[src/rtl/ufm_pkg.sv]
package ufm_pkg;

    typedef enum logic [2:0] {
        SEG_IDLE, SEG_START, SEG_BITS, SEG_RSTART, SEG_STOP
    } seg_e;

    typedef enum logic [2:0] {
        STG_SBYTE, STG_A7, STG_AHI, STG_ALO, STG_GC, STG_SWR, STG_DATA, STG_END
    } stg_e;

    typedef struct packed {
        logic [9:0] addr;
        logic       ten;
        logic       gcall;
        logic       swrst;
        logic       sbyte;
    } req_t;

    localparam logic [7:0] PREFIX_BYTE = 8'h01;
    localparam logic [7:0] BCAST_BYTE  = 8'h00;
    localparam logic [7:0] RESET_CODE  = 8'h06;
    localparam logic [4:0] TEN_MARK    = 5'b11110;

    function automatic stg_e first_addr(req_t r);
        if (r.gcall)    return STG_GC;
        else if (r.ten) return STG_AHI;
        else            return STG_A7;
    endfunction

    function automatic stg_e stage_after(stg_e s, req_t r, logic more);
        case (s)
            STG_SBYTE:        return first_addr(r);
            STG_AHI:          return STG_ALO;
            STG_GC:           return r.swrst ? STG_SWR : (more ? STG_DATA : STG_END);
            STG_SWR, STG_END: return STG_END;
            default:          return more ? STG_DATA : STG_END;
        endcase
    endfunction

    function automatic logic [7:0] stage_byte(stg_e s, req_t r, logic [7:0] d);
        case (s)
            STG_SBYTE: return PREFIX_BYTE;
            STG_A7:    return {r.addr[6:0], 1'b0};
            STG_AHI:   return {TEN_MARK, r.addr[9:8], 1'b0};
            STG_ALO:   return r.addr[7:0];
            STG_GC:    return BCAST_BYTE;
            STG_SWR:   return RESET_CODE;
            default:   return d;
        endcase
    endfunction

endpackage

[src/rtl/ufm_tick.sv]
module ufm_tick #(
    parameter int DIVW = 8
) (
    input  logic            clk,
    input  logic            rst,
    input  logic            run,
    input  logic [DIVW-1:0] div,
    output logic            tick
);
    logic [DIVW-1:0] cnt;

    assign tick = run && (cnt == div - 1'b1);

    always_ff @(posedge clk) begin
        if (rst || !run) cnt <= '0;
        else if (tick)   cnt <= '0;
        else             cnt <= cnt + 1'b1;
    end
endmodule

[src/rtl/ufm_hold.sv]
module ufm_hold #(
    parameter int CNTW = 8
) (
    input  logic            clk,
    input  logic            rst,
    input  logic            start,
    input  logic [CNTW-1:0] n,
    input  logic            in_valid,
    output logic            in_ready,
    input  logic [7:0]      in_data,
    input  logic            take,
    output logic            full,
    output logic [7:0]      data
);
    logic [CNTW-1:0] fet;

    assign in_ready = !full && (fet != '0);

    always_ff @(posedge clk) begin
        if (rst) begin
            fet  <= '0;
            full <= 1'b0;
            data <= '0;
        end else if (start) begin
            fet  <= n;
            full <= 1'b0;
        end else if (in_valid && in_ready) begin
            data <= in_data;
            full <= 1'b1;
            fet  <= fet - 1'b1;
        end else if (take) begin
            full <= 1'b0;
        end
    end
endmodule

[src/rtl/ufm_master.sv]
module ufm_master
    import ufm_pkg::*;
#(
    parameter int DIVW = 8,
    parameter int CNTW = 8
) (
    input  logic            clk,
    input  logic            rst,
    input  logic [DIVW-1:0] div,
    input  logic            cmd_valid,
    output logic            cmd_ready,
    input  logic [9:0]      cmd_addr,
    input  logic            cmd_ten,
    input  logic            cmd_gcall,
    input  logic            cmd_swrst,
    input  logic            cmd_sbyte,
    input  logic [CNTW-1:0] cmd_len,
    input  logic            dat_valid,
    output logic            dat_ready,
    input  logic [7:0]      dat_byte,
    output logic            done,
    output logic            scl,
    output logic            sda
);
    localparam int BITW = 4;
    localparam logic [BITW-1:0] LAST_BIT = BITW'(8);

    seg_e            seg;
    stg_e            stg;
    req_t            req;
    logic [1:0]      ph;
    logic [BITW-1:0] bitn;
    logic [7:0]      sh;
    logic [CNTW-1:0] rem;
    logic            need_rs, scl_q, sda_nx, sda_q, done_q;
    logic            tick, fire, full, take, go_load, can_load, more_after;
    logic [7:0]      hold_data, ld_byte;
    logic [CNTW-1:0] eff_len;

    assign cmd_ready = (seg == SEG_IDLE) && scl_q && sda_q;
    assign fire      = cmd_valid && cmd_ready;
    assign eff_len   = (cmd_gcall && cmd_swrst) ? '0 : cmd_len;
    assign scl       = scl_q;
    assign sda       = sda_q;
    assign done      = done_q;

    ufm_tick #(.DIVW(DIVW)) u_tick (
        .clk(clk), .rst(rst), .run(seg != SEG_IDLE), .div(div), .tick(tick)
    );

    ufm_hold #(.CNTW(CNTW)) u_hold (
        .clk(clk), .rst(rst), .start(fire), .n(eff_len),
        .in_valid(dat_valid), .in_ready(dat_ready), .in_data(dat_byte),
        .take(take), .full(full), .data(hold_data)
    );

    always_comb begin
        can_load   = (stg != STG_DATA) || full;
        more_after = (stg == STG_DATA) ? (rem != CNTW'(1)) : (rem != '0);
        ld_byte    = stage_byte(stg, req, hold_data);
        go_load    = tick && can_load &&
                     ((seg == SEG_START  && ph == 2'd1) ||
                      (seg == SEG_RSTART && ph == 2'd2) ||
                      (seg == SEG_BITS && scl_q && bitn == LAST_BIT &&
                       !need_rs && stg != STG_END));
        take       = go_load && (stg == STG_DATA);
    end

    always_ff @(posedge clk) begin
        if (rst) begin
            seg     <= SEG_IDLE;
            stg     <= STG_END;
            req     <= '0;
            ph      <= '0;
            bitn    <= '0;
            sh      <= '0;
            rem     <= '0;
            need_rs <= 1'b0;
            scl_q   <= 1'b1;
            sda_nx  <= 1'b1;
            sda_q   <= 1'b1;
            done_q  <= 1'b0;
        end else begin
            sda_q  <= sda_nx;
            done_q <= 1'b0;
            case (seg)
                SEG_IDLE: if (fire) begin
                    req <= '{addr: cmd_addr, ten: cmd_ten, gcall: cmd_gcall,
                             swrst: cmd_swrst, sbyte: cmd_sbyte};
                    rem <= eff_len;
                    stg <= cmd_sbyte ? STG_SBYTE
                         : first_addr('{addr: cmd_addr, ten: cmd_ten, gcall: cmd_gcall,
                                        swrst: cmd_swrst, sbyte: cmd_sbyte});
                    seg <= SEG_START;
                    ph  <= '0;
                end
                SEG_START: if (tick && ph == 2'd0) begin
                    sda_nx <= 1'b0;
                    ph     <= 2'd1;
                end
                SEG_BITS: if (tick) begin
                    if (!scl_q) begin
                        scl_q <= 1'b1;
                    end else if (bitn != LAST_BIT) begin
                        scl_q  <= 1'b0;
                        sda_nx <= (bitn == LAST_BIT - 1'b1) ? 1'b1 : sh[6];
                        sh     <= {sh[6:0], 1'b0};
                        bitn   <= bitn + 1'b1;
                    end else if (need_rs) begin
                        scl_q   <= 1'b0;
                        sda_nx  <= 1'b1;
                        need_rs <= 1'b0;
                        seg     <= SEG_RSTART;
                        ph      <= '0;
                    end else if (stg == STG_END) begin
                        scl_q  <= 1'b0;
                        sda_nx <= 1'b0;
                        seg    <= SEG_STOP;
                        ph     <= '0;
                    end
                end
                SEG_RSTART: if (tick) begin
                    if (ph == 2'd0) begin
                        scl_q <= 1'b1;
                        ph    <= 2'd1;
                    end else if (ph == 2'd1) begin
                        sda_nx <= 1'b0;
                        ph     <= 2'd2;
                    end
                end
                SEG_STOP: if (tick) begin
                    if (ph == 2'd0) begin
                        scl_q <= 1'b1;
                        ph    <= 2'd1;
                    end else begin
                        sda_nx <= 1'b1;
                        done_q <= 1'b1;
                        seg    <= SEG_IDLE;
                    end
                end
                default: seg <= SEG_IDLE;
            endcase
            if (go_load) begin
                scl_q   <= 1'b0;
                sh      <= ld_byte;
                sda_nx  <= ld_byte[7];
                bitn    <= '0;
                seg     <= SEG_BITS;
                stg     <= stage_after(stg, req, more_after);
                need_rs <= (stg == STG_SBYTE);
                if (stg == STG_DATA) rem <= rem - 1'b1;
            end
        end
    end
endmodule

[config.mk]
export PLATFORM = sky130hd
export DESIGN_NAME = ufm_master
export DESIGN_NICKNAME = d
export VERILOG_FILES = /design/src/rtl/ufm_pkg.sv /design/src/rtl/ufm_tick.sv /design/src/rtl/ufm_hold.sv /design/src/rtl/ufm_master.sv
export SDC_FILE = /design/constraint.sdc
export NUM_CORES = 1
export LEC_CHECK = 0
export CAP_MARGIN = 20
export CORE_MARGIN = 2
export CORE_UTILIZATION = 50
export DETAILED_ROUTE_END_ITERATION = 8
export PLACE_DENSITY = 0.83
export RECOVER_POWER = 25
export SKIP_LAST_GASP = 1
export SLEW_MARGIN = 10
export SYNTH_ARGS = -nofsm -noshare
export SYNTH_HDL_FRONTEND = slang
export SYNTH_SLANG_ARGS = --single-unit
[constraint.sdc]
create_clock -name clk -period 7.7 [get_ports clk]
set_input_delay 2.31 -clock clk [delete_from_list [all_inputs] [get_ports clk]]
set_output_delay 2.31 -clock clk [all_outputs]
set_load 0.01 [all_outputs]
==> results_dict.tcl <==
set metrics [dict create \
    synth_top_family_by_area "simple AND/OR/NAND/NOR gates" \
    dp_slack_ps 1770 \
    drc 0 \
    placed_area_sq_um 4440 \
    synth-compound-area-share_pct 23.1 \
    ys_seq_area_share_pct 35.3 \
    yosysUniqueCellTypes 60 \
    yosys-top-cells-area "dfxtp_1, nand2_1, a21oi_1" \
    finalSetupViolCount 0 \
    io_buffers 46 \
    worstSetupPathType "input port to register" \
    drtPass1Iterations 5 \
    synth_seq_cells 70 \
    cts_root_buf "clkbuf_8" \
    nets 589 \
    postCtsHoldBufs 0 \
    diodes 0 \
    rsz0062_at_grt "false" \
    yosysTopAreaCellShare_pct 35.3 \
    drive_gt1_share_pct 5.70 \
    cts.sinks 70 \
    crit_required_ps 7830 \
    cts_tree "done" \
    globalRouteTotalUtil_pct 21.8 \
    dieHeight_um 93.1 \
    rows 32 \
    synth.avg_cell_area_sq_um 7.73 \
    path_clk_slew_ps 80 \
    initial_core_util_pct 51.6 \
    synth_flop_cell "dfxtp_1" \
    synthArstFlopShare_pct 0 \
    relSlewSlack_pct -49.9 \
    fin_ws_ps 1970 \
    antenna_found_initial 0 \
    core_area_sq_um 7690 \
    synthesis.nets 563 \
    wl_mm 9.36 \
    fin_area_sq_um 4630 \
    post-route-period-util_pct 74.5 \
    grt_overflow_total 0 \
    via_per_inst 5.87 \
    clock_latency_ps 350 \
    cts_repair_resize_count 0 \
    hold_class "register to register" \
    cp_data_arrival_time_ps 5870 \
    ir_drop_uv 149 \
    worst_slew_pin_slew_ps 2250 \
    synth.area.mux_share_pct 3.85 \
    setup_tns_ps 0 \
    grt_pass1_vias 3349 \
    yosysWarnings 0 \
    power_density_nw_per_um2 205 \
    synthAdderAreaFrac_pct 2.52 \
    fmax_mhz 174 \
    synth_edf_count 0 \
    drt-initial-drc-count 249 \
    grt_max_degree 52 \
    leakage_nw 1.74 \
    die-width_um 93.1 \
    status "finished, violations left" \
    wl_per_cell_um 14.5 \
    gp_congestion 0.876 \
    syn_area_sq_um 3970 \
    synth_cells 513 \
    yosysTopAreaCell "dfxtp_1" \
    cts_buffers 9 \
    dieArea_sq_um 8660 \
    hpwl_mm 6.48 \
    synth_xor_area_share_pct 4.64 \
    hold_viol 0 \
    startpoint_type "input port" \
    h-tree-depth 3 \
    min_period_ps 5730 \
    synth-simple-area-share_pct 25.2 \
    io_pins 47 \
    drtAntennaViolNets 0 \
    fillerInstances 695 \
    max-cap-violations 1 \
    clock_path_buffers 2 \
    post_cts_buffers 0 \
    drv_slew 52 \
    fin_skew_ps 8.17 \
    fin_cells 646 \
    r2r_slack_ps 4390 \
    violations "capacitance limit, slew limit" \
    vias 3790 \
    dp_cells 630 \
    cp-end-kind "register" \
    grt_pass1_wl_mm 15.1 \
    cp_max_fo 21 \
    syn_to_final_growth_pct 16.8 \
    ys_top_cells_by_count "dfxtp_1, nand2_1, a21oi_1, nor2_1, clkbuf_1" \
]
==> routing by layer <==
| metal | up-vias | global-route usage, % | wire, um | share of wire (%) |
|---|---|---|---|---|
| li1 | 1880 | - | - | - |
| met1 | 1751 | 28.1 | 4350 | 46 |
| met2 | 138 | 35.1 | 4270 | 46 |
| met3 | 21 | 3.79 | 550 | 5.9 |
| met4 | 0 | 10.9 | 184 | 2.0 |
| met5 | - | 0 | 0 | 0 |
==> cell families after synthesis <==
family | after synthesis
and+or+nand+nor | 202
AOI/OAI and AO/OA | 141
DFF | 70
buffers and inverters | 56
xor gates and xnor gates | 21
muxes | 15
adders and majority gates | 8
==> flip-flops by register name, indices dropped and copies added, names as in the netlist <==
name         cells
bitn             4
req             13
sh               7
sda              1
sda_nx           1
scl              1
ph               2
u_hold.data      8
stg              3
seg              3
rem              8
done             1
u_hold.fet       8
u_hold.full      1
need_rs          1
u_tick.cnt       8
==> power by group <==
| group | switching (mW) | internal, mW |
|---|---|---|
| Sequential | 0.0343 | 0.392 |
| Combinational | 0.128 | 0.105 |
| Clock | 0.142 | 0.147 |
==> worst max-delay path: stages <==
cell             delay (ps)
clkdlybuf4s50_1         580
inv_1                    80
ha_1                    310
o21bai_1                200
a211oi_1                260
o21bai_1                140
a211oi_4                680
nand3_1                 760
a211oi_1                460
a211oi_1                 80
==> cells in the final DEF, fill, tap and decap left out, drive strengths merged, types with 3 or more instances in the layout <==
cell type	n
dlygate4sd3	4
nand2	70
dfxtp	70
inv	21
and3	8
nand4	6
o22ai	7
o31a	3
a41o	3
mux2i	13
nor4	6
ha	8
a31oi	6
or2	4
a211oi	13
clkbuf	10
xor2	9
clkinv	5
xnor2	12
nor3	12
clkdlybuf4s50	42
a22oi	5
and2	4
o211ai	8
nand3	17
a21oi	47
nand2b	8
nor2	44
nand3b	7
o21ai	26
or3	9
==> final timing paths <==
path | start | end | cells past startpoint
setup / recovery | div[0] | sh[5] | 10
hold reg to reg | req[12] | req[12] | 2
hold / removal | req[12] | req[12] | 2
setup reg to reg | seg[0] | sh[5] | 7
==> through the flow <==
| step | utilization [%] | hold slack (ps) | total power [mW] |
|---|---|---|---|
| floorplan | - | 433 | 0.588 |
| global route | 60.2 | 480 | 0.999 |
| global placement | 57.8 | 448 | 0.655 |
| finish | 60.2 | 460 | 0.949 |
| detailed placement | 57.8 | 450 | 0.663 |
| CTS | 60.3 | 461 | 0.953 |
==> cell type report <==
| class | count | area, sq um | area share, % |
|---|---|---|---|
| Tap cell | 102 | 128 | 2.76 |
| Sequential cell | 70 | 1400 | 30.3 |
| Clock inverter | 7 | 65.1 | 1.41 |
| Clock buffer | 9 | 124 | 2.68 |
| Multi-Input combinational cell | 387 | 2350 | 50.8 |
| Timing Repair Buffer | 49 | 479 | 10.4 |
| Inverter | 22 | 82.6 | 1.78 |
No activity file was read; power rests on OpenSTA's default activity.
